<file path="config.mk">
export PLATFORM = sky130hd
export DESIGN_NAME = rtc_core
export DESIGN_NICKNAME = d
export VERILOG_FILES = /design/src/rtl/rtc_pkg.sv /design/src/rtl/rtc_prescaler.sv /design/src/rtl/rtc_wr_gate.sv /design/src/rtl/rtc_core.sv
export SDC_FILE = /design/constraint.sdc
export NUM_CORES = 1
export LEC_CHECK = 0
export ABC_AREA = 0
export CAP_MARGIN = 15
export CORE_UTILIZATION = 35
export DETAILED_ROUTE_END_ITERATION = 7
export SLEW_MARGIN = 15
export SYNTH_ARGS = -nofsm -noshare
export SYNTH_HDL_FRONTEND = slang
export SYNTH_SLANG_ARGS = --single-unit
</file>
<file path="constraint.sdc">
create_clock -name clk -period 8 [get_ports clk]
set_clock_uncertainty 0.05 [all_clocks]
set_input_delay 2 -clock clk [delete_from_list [all_inputs] [get_ports clk]]
set_output_delay 2 -clock clk [all_outputs]
set_load 0.02 [all_outputs]
</file>
<file path="src/rtl/rtc_pkg.sv">
package rtc_pkg;
  localparam int unsigned OFF_CTRL  = 32'h00;
  localparam int unsigned OFF_SEC   = 32'h04;
  localparam int unsigned OFF_ALM   = 32'h08;
  localparam int unsigned OFF_RLD   = 32'h0C;
  localparam int unsigned OFF_SCR   = 32'h34;
  localparam int unsigned OFF_KEY   = 32'h3C;

  localparam logic [31:0] KEY_VALUE = 32'h0000_A55A;

  localparam int unsigned B_RDY  = 7;
  localparam int unsigned B_HZF  = 6;
  localparam int unsigned B_HZIE = 5;
  localparam int unsigned B_AF   = 4;
  localparam int unsigned B_AIE  = 3;
  localparam int unsigned B_AE   = 2;
  localparam int unsigned B_EN   = 0;
  localparam int unsigned B_UNL  = 31;
endpackage

</file>
<file path="src/rtl/rtc_prescaler.sv">
module rtc_prescaler #(
  parameter int unsigned W = 32
) (
  input  logic         clk,
  input  logic         rst_n,
  input  logic         run,
  input  logic [W-1:0] reload,
  output logic         tick
);
  logic [W-1:0] cnt_q, cnt_d;

  always_comb begin
    tick  = run && (cnt_q >= reload);
    cnt_d = cnt_q;
    if (!run)      cnt_d = '0;
    else if (tick) cnt_d = '0;
    else           cnt_d = cnt_q + 1'b1;
  end

  always_ff @(posedge clk or negedge rst_n) begin
    if (!rst_n) cnt_q <= '0;
    else        cnt_q <= cnt_d;
  end

  // each tick restarts the period count
  a_r5_tick_restarts: assert property (@(posedge clk) disable iff (!rst_n)
    tick |=> (cnt_q == '0));
endmodule

</file>
<file path="src/rtl/rtc_wr_gate.sv">
module rtc_wr_gate #(
  parameter int unsigned BUSY_CYCLES = 3
) (
  input  logic clk,
  input  logic rst_n,
  input  logic wr,
  input  logic key_addr,
  input  logic key_match,
  output logic accept,
  output logic ready,
  output logic unlocked
);
  localparam int unsigned BW = $clog2(BUSY_CYCLES + 1);

  logic [BW-1:0] busy_q, busy_d;
  logic          unl_q, unl_d;
  logic          key_wr;

  always_comb begin
    ready   = (busy_q == '0);
    key_wr  = wr && key_addr && key_match;
    accept  = wr && !key_addr && ready && unl_q;
    unl_d   = unl_q;
    if (accept)      unl_d = 1'b0;
    else if (key_wr) unl_d = 1'b1;
    busy_d  = busy_q;
    if (accept)          busy_d = BW'(BUSY_CYCLES);
    else if (!ready)     busy_d = busy_q - 1'b1;
  end

  always_ff @(posedge clk or negedge rst_n) begin
    if (!rst_n) begin
      busy_q <= '0;
      unl_q  <= 1'b0;
    end else begin
      busy_q <= busy_d;
      unl_q  <= unl_d;
    end
  end

  assign unlocked = unl_q;

  // an accepted write always leaves the block locked
  a_r3_relock: assert property (@(posedge clk) disable iff (!rst_n)
    accept |=> !unlocked);
  // ready drops right after an accepted write
  a_r4_busy_after_write: assert property (@(posedge clk) disable iff (!rst_n)
    accept |=> !ready);
endmodule

</file>
<file path="src/rtl/rtc_core.sv">
module rtc_core
  import rtc_pkg::*;
#(
  parameter int unsigned ADDR_W      = 8,
  parameter int unsigned BUSY_CYCLES = 3,
  parameter logic [31:0] RELOAD_RST  = 32'd32767
) (
  input  logic              clk,
  input  logic              rst_n,
  input  logic [ADDR_W-1:0] bus_addr,
  input  logic              bus_wr,
  input  logic [31:0]       bus_wdata,
  output logic [31:0]       bus_rdata,
  output logic              irq
);
  localparam logic [ADDR_W-1:0] A_CTRL = ADDR_W'(OFF_CTRL);
  localparam logic [ADDR_W-1:0] A_SEC  = ADDR_W'(OFF_SEC);
  localparam logic [ADDR_W-1:0] A_ALM  = ADDR_W'(OFF_ALM);
  localparam logic [ADDR_W-1:0] A_RLD  = ADDR_W'(OFF_RLD);
  localparam logic [ADDR_W-1:0] A_SCR  = ADDR_W'(OFF_SCR);
  localparam logic [ADDR_W-1:0] A_KEY  = ADDR_W'(OFF_KEY);

  logic        accept, ready, unlocked, tick;
  logic [31:0] sec_q, sec_d, alm_q, alm_d, rld_q, rld_d, scr_q, scr_d;
  logic        en_q, en_d, ae_q, ae_d, aie_q, aie_d, hzie_q, hzie_d;
  logic        hzf_q, hzf_d, af_q, af_d;
  logic        wr_ctrl, wr_sec, wr_alm, wr_rld, wr_scr, alarm_hit;
  logic [31:0] sec_inc;

  rtc_wr_gate #(.BUSY_CYCLES(BUSY_CYCLES)) u_gate (
    .clk       (clk),
    .rst_n     (rst_n),
    .wr        (bus_wr),
    .key_addr  (bus_addr == A_KEY),
    .key_match (bus_wdata == KEY_VALUE),
    .accept    (accept),
    .ready     (ready),
    .unlocked  (unlocked)
  );

  rtc_prescaler #(.W(32)) u_pre (
    .clk    (clk),
    .rst_n  (rst_n),
    .run    (en_q),
    .reload (rld_q),
    .tick   (tick)
  );

  always_comb begin
    wr_ctrl   = accept && (bus_addr == A_CTRL);
    wr_sec    = accept && (bus_addr == A_SEC);
    wr_alm    = accept && (bus_addr == A_ALM);
    wr_rld    = accept && (bus_addr == A_RLD);
    wr_scr    = accept && (bus_addr == A_SCR);
    sec_inc   = sec_q + 32'd1;
    alarm_hit = tick && ae_q && (sec_inc == alm_q);

    sec_d = wr_sec ? bus_wdata : (tick ? sec_inc : sec_q);
    alm_d = wr_alm ? bus_wdata : alm_q;
    rld_d = wr_rld ? bus_wdata : rld_q;
    scr_d = wr_scr ? bus_wdata : scr_q;

    en_d   = wr_ctrl ? bus_wdata[B_EN]   : en_q;
    ae_d   = wr_ctrl ? bus_wdata[B_AE]   : ae_q;
    aie_d  = wr_ctrl ? bus_wdata[B_AIE]  : aie_q;
    hzie_d = wr_ctrl ? bus_wdata[B_HZIE] : hzie_q;
    hzf_d  = tick      | (wr_ctrl ? (hzf_q & bus_wdata[B_HZF]) : hzf_q);
    af_d   = alarm_hit | (wr_ctrl ? (af_q  & bus_wdata[B_AF])  : af_q);
  end

  always_ff @(posedge clk or negedge rst_n) begin
    if (!rst_n) begin
      sec_q  <= '0;
      alm_q  <= '0;
      rld_q  <= RELOAD_RST;
      scr_q  <= '0;
      en_q   <= 1'b0;
      ae_q   <= 1'b0;
      aie_q  <= 1'b0;
      hzie_q <= 1'b0;
      hzf_q  <= 1'b0;
      af_q   <= 1'b0;
    end else begin
      sec_q  <= sec_d;
      alm_q  <= alm_d;
      rld_q  <= rld_d;
      scr_q  <= scr_d;
      en_q   <= en_d;
      ae_q   <= ae_d;
      aie_q  <= aie_d;
      hzie_q <= hzie_d;
      hzf_q  <= hzf_d;
      af_q   <= af_d;
    end
  end

  always_comb begin
    bus_rdata = '0;
    case (bus_addr)
      A_CTRL: begin
        bus_rdata[B_RDY]  = ready;
        bus_rdata[B_HZF]  = hzf_q;
        bus_rdata[B_HZIE] = hzie_q;
        bus_rdata[B_AF]   = af_q;
        bus_rdata[B_AIE]  = aie_q;
        bus_rdata[B_AE]   = ae_q;
        bus_rdata[B_EN]   = en_q;
      end
      A_SEC:   bus_rdata = sec_q;
      A_ALM:   bus_rdata = alm_q;
      A_RLD:   bus_rdata = rld_q;
      A_SCR:   bus_rdata = scr_q;
      A_KEY:   bus_rdata[B_UNL] = unlocked;
      default: bus_rdata = '0;
    endcase
  end

  assign irq = (hzf_q & hzie_q) | (af_q & aie_q);

  // a stopped counter holds its value unless software writes it
  a_r5_hold_when_off: assert property (@(posedge clk) disable iff (!rst_n)
    (!en_q && !wr_sec) |=> $stable(sec_q));
  // every tick leaves the per-second flag set
  a_r6_flag_on_tick: assert property (@(posedge clk) disable iff (!rst_n)
    tick |=> hzf_q);
  // a pending flag survives any cycle without a control write
  a_r7_flag_sticky: assert property (@(posedge clk) disable iff (!rst_n)
    (af_q && !wr_ctrl) |=> af_q);
endmodule

</file>
==> results of run 1 <==
## power by group through the flow
stage	clock [uW]	combinational, uW	sequential, uW
after floorplan	0	10.2	871
after global placement	0	68.0	871
after detailed placement	0	67.7	871
after CTS	858	68.0	855
after global routing	891	73.1	854
final	838	66.4	855
## layout by cell type, fill, tap and decap left out, types with 6 or more instances in the layout
cell,netlist,routed
ha_1,35,35
and3_1,17,17
a221o_1,6,6
mux2_2,106,106
nand2_1,73,71
nor2_1,106,104
nor3_1,16,15
nand2b_1,6,6
inv_1,47,47
xnor2_1,51,51
clkbuf_16,0,17
dfrtp_1,154,154
and4_1,6,6
xor2_1,59,59
nand4_1,18,18
clkdlybuf4s50_1,0,74
buf_4,3,16
nand3_1,29,29
nor4_1,11,10
o211ai_1,21,21
a21oi_1,46,45
a22oi_1,56,56
dfstp_2,15,15
o21ai_0,23,23
## flip-flops by register name, summed over array words and instances (netlist names)
name / count
u_gate.busy_q: 2
ae_q: 1
u_gate.unlocked: 1
rld_q: 32
u_pre.cnt_q: 32
scr_q: 32
sec_q: 32
alm_q: 32
hzie_q: 1
hzf_q: 1
aie_q: 1
en_q: 1
af_q: 1
## worst register-to-register path, delay by kind of cell (launching register included)
family,cells,cell delay (ns)
simple gates,6,2.19
flops,1,0.48
fa+ha+maj,1,0.29
xor+xnor,1,0.18
compound gates,1,0.18
## metrics by stage
stage	instance area, um^2	cells	hold slack [ns]	power (uW)
CTS	11780	1461	0.4606	1781
finish	11790	1461	0.4561	1759
detailed placement	11190	1429	0.4462	938.2
global placement	11190	1429	0.4391	938.5
floorplan	10130	1021	0.4088	881.0
global route	11790	1461	0.4759	1818
## worst paths after layout
| check | startpoint | slack (ns) | endpoint |
|---|---|---|---|
| worst max register to register | sec_q[1]$_DFFE_PN0P_ | 4.55 | af_q$_DFF_PN0_ |
| worst max-delay path | bus_addr[7] | 0.74 | bus_rdata[19] |
| min in group asynchronous | rst_n | 1.65 | hzf_q$_DFF_PN0_ |
| worst min register to register | scr_q[24]$_DFFE_PN0P_ | 0.46 | scr_q[24]$_DFFE_PN0P_ |
| worst min-delay path | scr_q[24]$_DFFE_PN0P_ | 0.46 | scr_q[24]$_DFFE_PN0P_ |
| max in group asynchronous | rst_n | 4.87 | sec_q[13]$_DFFE_PN0P_ |
## routing by layer
layer / vias up / share of wire, % / GRT usage [%] / routed length, um
met2: 217 / 47 / 32.68 / 13320
met3: 25 / 5.4 / 4.257 / 1539
li1: 3740 / - / - / -
met1: 4059 / 46 / 28.31 / 13280
met5: - / 0 / 0 / 0
met4: 0 / 1.8 / 5.310 / 504
## kinds of logic after synthesis
logic type | Yosys count
multiplexers | 109
XOR/XNOR | 110
AND/OR/NAND/NOR | 303
flip-flops | 169
adder cells (fa/ha/maj) | 35
AO/OA/AOI/OAI | 187
buffers and inverters | 108
## area by class of cell
type,instances,area share [%]
tap,378,4.013
clock buffer,22,4.024
sequential,169,36.04
multi-input combinational,744,46.02
inverter,47,1.497
timing repair buffer,91,7.400
clock inverter,10,0.9980
==> results.sh, run 1 <==
export IMPL_status="completed"
export IMPL_multi_input_area_um2=5424
export IMPL_hpwl_um=20830
export IMPL_rows=61
export IMPL_yosys_cell_types_count=67
export IMPL_slowest_delay_ns=0.63
export IMPL_cts_max_level=4
export IMPL_clock_tree_root_cell="clkbuf_16"
export IMPL_yosys_area_share_xor_xnor_pct=9.507
export IMPL_crit_type="primary input to output pin"
export IMPL_drt_iter0_drc=606
export IMPL_io_pins=76
export IMPL_remaining_drc_errors=0
export IMPL_critical_path_depth=9
export IMPL_core_area_um2=28160
export IMPL_swShare_pct=22.39
export IMPL_synth_nets=1099
export IMPL_post_cts_resized=0
export IMPL_syn_to_final_growth_pct=16.30
export IMPL_via_per_inst=5.504
export IMPL_yosysMostFrequentCell="dfrtp_1"
export IMPL_grt_pass1_vias=8019
export IMPL_whs_path_depth=1
export IMPL_numCtsBuffers=17
export IMPL_start_util_pct=35.98
export IMPL_cp_max_fo=17
export IMPL_rsz0062_at_grt="no"
export IMPL_drv_slew=0
export IMPL_ys_seq_area_share_pct=41.92
export IMPL_arrival_ns=5.21
export IMPL_clock_sinks=169
export IMPL_wirelength_um=28640
export IMPL_antenna_found_initial=0
export IMPL_synthMuxAreaShare_pct=12.20
export IMPL_synth_top_family_by_area="simple AND/OR/NAND/NOR gates"
export IMPL_clockBufferDepth=2
export IMPL_startpoint_type="primary input"
export IMPL_timing_critical_path_buf_inv=3
export IMPL_synth_adder_area_share_pct=4.322
export IMPL_yosys_area_top_type_share_pct=38.03
export IMPL_fin_setup_tns_ns=0
export IMPL_final_setup_viol_count=0
export IMPL_io_buffers=75
export IMPL_setup_worst_path_end_class="output pin"
export IMPL_diodes=0
export IMPL_peakVddDrop_v=0.00009924
export IMPL_clock_power_share_pct=47.6
export IMPL_switchingPower_uw=393.9
export IMPL_worstHoldPathType="register to register"
export IMPL_critPathTopFamily="simple AND/OR/NAND/NOR gates"
export IMPL_synth_edf_count=0
export IMPL_yosys_area_top_type="dfrtp_1"
export IMPL_hold_violations=0
export IMPL_powerDensity_nw_per_um2=149.3
export IMPL_grt_pass1_wl_um=46090
export IMPL_synth_ff_latch_count=169
export IMPL_die_w_um=172.2
export IMPL_synth_area_per_cell_um2=9.925
export IMPL_fin_crit_ns=7.262
export IMPL_async_flop_share_pct=100.0
export IMPL_hold_buffers=0
export IMPL_max_slew_margin_pct=29.06
export IMPL_drive_gt1_share_pct=17.36
export IMPL_wl_per_cell_um=19.60
export IMPL_fin_util_pct=41.85
export IMPL_worstPathCellList="clkdlybuf4s50_1 -> or4_1 -> nor3_1 -> nand2_1 -> nor2_2 -> buf_4 -> a22oi_1 -> nand2_1 -> clkdlybuf4s50_1"
export IMPL_yosys_area_share_simple_pct=14.50
export IMPL_dieArea_um2=29640
export IMPL_clk_pin_slew_ns=0.06
export IMPL_cts_tree="yes"
export IMPL_insertion_delay_ns=0.44
export IMPL_fmax_mhz=137.7
export IMPL_fp_dieH_um=172.2
export IMPL_fin_ws_ns=0.7385
export IMPL_cap_violations=0
export IMPL_vias=8041
export IMPL_dr_pass1_iters=8
export IMPL_synth_compound_area_share_pct=12.63
export IMPL_synth_common_cells="dfrtp_1 (154), mux2_2 (106), nor2_1 (106), nand2_1 (73), xor2_1 (59)"
export IMPL_yosys_warnings=0
export IMPL_rr_worst_depth=9
export IMPL_ys_flop_type="dfrtp_1"
export IMPL_final_seq_area_um2=4248
export IMPL_cp_slowest_cell="or4_1"
export IMPL_grt_ovfl_total=0
export IMPL_synthCells=1021
export IMPL_combPwrFrac_pct=3.8
export IMPL_synth_area_leaders="dfrtp_1 (38%), mux2_2 (12%), xor2_1 (5.1%)"
export IMPL_preCtsSetupSlack_ns=0.7447
export IMPL_cp_required_ns=5.95
export IMPL_period_share_pct=90.77
export IMPL_grt_max_degree=108
export IMPL_route_antenna_remaining_nets=0
export IMPL_internal_power_uw=1365
export IMPL_syn_area_um2=10130
export IMPL_nets=1148
export IMPL_sequentialPowerShare_pct=48.6
export IMPL_tightest_slew_ns=1.054
export IMPL_grt_usage_pct=20.55
export IMPL_leakagePower_uw=0.005032
export IMPL_routabilityCongestion=0.8711
export IMPL_post_cts_buffers=0
export IMPL_nFillCells=2763
Note: power is estimated with default switching activity, not from simulation.
==> inputs of run 2 (changes only) <==
clock period = 8.2 ns   (was 8 ns; I/O delays follow)
==> results of run 2 <==
The final DEF is identical to that of run 1. Status: completed.
Main changes from that run: setup slack after placement 0.7447 ns -> 0.8447 ns; setup slack after layout 0.7385 ns -> 0.8385 ns; register-to-register setup slack 4.55 ns -> 4.75 ns; total power 1759 uW -> 1716 uW; worst IR drop on VDD 0.00009924 V -> 0.00009682 V
==> inputs of run 3 (changes only) <==
MAX_ROUTING_LAYER = met4   (was not set)
==> run 3 against run 2 <==
- clock power barely moved
- utilization did not move
- cell area did not move
- clock-buffer cell count did not move
- total power rose by 0.13%
- critical path depth did not move
- routed wire length rose by 0.19%
- fmax fell by 0.45%
- final cell count did not move
- sequential share of layout area did not move
==> results.sh, run 3 (synthesized netlist as in run 1, its figures left out) <==
export IMPL_status="completed"
export IMPL_drv_slew=0
export IMPL_vias=8050
export IMPL_dieArea_um2=29640
export IMPL_wl_per_cell_um=19.64
export IMPL_hpwl_um=20830
export IMPL_combPwrFrac_pct=3.8
export IMPL_internal_power_uw=1332
export IMPL_hold_violations=0
export IMPL_via_per_inst=5.510
export IMPL_placed_cell_area_um2=11190
export IMPL_fin_cells=1461
export IMPL_period_share_pct=90.18
export IMPL_dr_pass1_iters=5
export IMPL_tightest_slew_ns=1.039
export IMPL_reg2reg_slack_ns=4.75
export IMPL_sequentialPowerShare_pct=48.5
export IMPL_grt_ovfl_total=0
export IMPL_grt_max_degree=108
export IMPL_post_cts_buffers=0
export IMPL_nets=1148
export IMPL_clock_tree_root_cell="clkbuf_16"
export IMPL_syn_to_final_growth_pct=16.30
export IMPL_cts_max_level=4
export IMPL_cts_tree="yes"
export IMPL_worstHoldPathType="register to register"
export IMPL_start_util_pct=35.98
export IMPL_routabilityCongestion=0.8854
export IMPL_insertion_delay_ns=0.44
export IMPL_dp_cells=1429
export IMPL_cp_max_fo=17
export IMPL_switchingPower_uw=386.4
export IMPL_hold_buffers=0
export IMPL_post_cts_resized=0
export IMPL_peakVddDrop_v=0.00009650
export IMPL_max_slew_margin_pct=30.11
export IMPL_remaining_drc_errors=0
export IMPL_rows=61
export IMPL_rsz0062_at_grt="no"
export IMPL_totalPowerFinal_uw=1718
export IMPL_clockBufferDepth=2
export IMPL_crit_type="primary input to output pin"
export IMPL_antenna_found_initial=0
export IMPL_stdcell_area_um2=11790
export IMPL_clk_pin_slew_ns=0.06
export IMPL_swShare_pct=22.49
export IMPL_final_common_cell="dfrtp_1"
export IMPL_numCtsBuffers=17
export IMPL_io_pins=76
export IMPL_grt_pass1_vias=8029
export IMPL_timing_critical_path_from="bus_addr[7]"
export IMPL_drt_iter0_drc=613
export IMPL_clock_sinks=169
export IMPL_fin_setup_tns_ns=0
export IMPL_grt_usage_pct=21.17
export IMPL_route_antenna_remaining_nets=0
export IMPL_hp_start="scr_q[27]$_DFFE_PN0P_"
export IMPL_wirelength_um=28690
export IMPL_core_area_um2=28160
export IMPL_reg2reg_to="af_q$_DFF_PN0_"
export IMPL_startpoint_type="primary input"
export IMPL_min_to="scr_q[27]$_DFFE_PN0P_"
export IMPL_r2r_start="sec_q[0]$_DFFE_PN0P_"
export IMPL_final_setup_viol_count=0
export IMPL_powerDensity_nw_per_um2=145.8
export IMPL_grt_pass1_wl_um=46110
export IMPL_setup_worst_path_end_class="output pin"
export IMPL_arrival_ns=5.30
export IMPL_cp_required_ns=6.10
export IMPL_leakagePower_uw=0.005032
export IMPL_clock_power_share_pct=47.7
export IMPL_nFillCells=2763
export IMPL_layout_common_cells="dfrtp_1 (154), mux2_2 (106), nor2_1 (104)"
export IMPL_diodes=0
export IMPL_whs_path_depth=1
export IMPL_fp_dieH_um=172.2
export IMPL_rr_worst_depth=9
export IMPL_drive_gt1_share_pct=17.36
export IMPL_io_buffers=75
export IMPL_cap_violations=0
export IMPL_hold_ws_ns=0.4570
export IMPL_fin_crit_ns=7.395
export IMPL_fmax_mhz=135.2
export IMPL_die_w_um=172.2
==> run 3: layer usage <==
layer  vias up  GRT usage (%)  share of wire (%)
met1      4069          28.40                 47
met2       217          32.63                 46
met3        22          4.257                4.9
met5         -              -                  0
met4         0          5.310                1.8
li1       3742              -                  -
==> run 3: final cells by class <==
cell class / count / area, um^2 / share of cell area (%)
Clock inverter: 10 / 117.6 / 0.9980
Sequential cell: 169 / 4248 / 36.04
Timing Repair Buffer: 91 / 872.1 / 7.400
Tap cell: 378 / 473.0 / 4.013
Inverter: 47 / 176.4 / 1.497
Multi-Input combinational cell: 744 / 5424 / 46.02
Clock buffer: 22 / 474.2 / 4.024
==> run 3: how the worst max path moves through the flow <==
stage                                to  slack [ns]  depth (start not counted)
after detailed placement  bus_rdata[19]        0.84                          9
after floorplan            bus_rdata[9]        2.20                          7
after global routing      bus_rdata[22]        0.62                          9
final                     bus_rdata[19]        0.80                          9
after global placement     bus_rdata[1]        0.92                          9
after CTS                 bus_rdata[19]        0.83                          9
==> run 3: power groups by stage <==
stage / Clock [uW] / Combinational (uW) / Sequential (uW)
2_1_floorplan: 0 / 9.98 / 850
3_3_place_gp: 0 / 66.3 / 849
3_5_place_dp: 0 / 66.0 / 849
4_1_cts: 837 / 66.3 / 834
5_1_grt: 869 / 71.3 / 833
6_report: 819 / 65.0 / 834
==> run 3: metrics by stage <==
| stage | util [%] | setup slack, ns |
|---|---|---|
| floorplan | - | 2.196 |
| global placement | 39.72 | 0.9216 |
| detailed placement | 39.72 | 0.8447 |
| CTS | 41.82 | 0.8302 |
| global route | 41.85 | 0.6169 |
| finish | 41.85 | 0.8049 |
==> run 3: critical path, stage by stage <==
cell and delay (ns):
clkdlybuf4s50_1 0.39, or4_1 0.63, nor3_1 0.53, nand2_1 0.14
nor2_2 0.35, buf_4 0.35, a22oi_1 0.15, nand2_1 0.09
clkdlybuf4s50_1 0.60
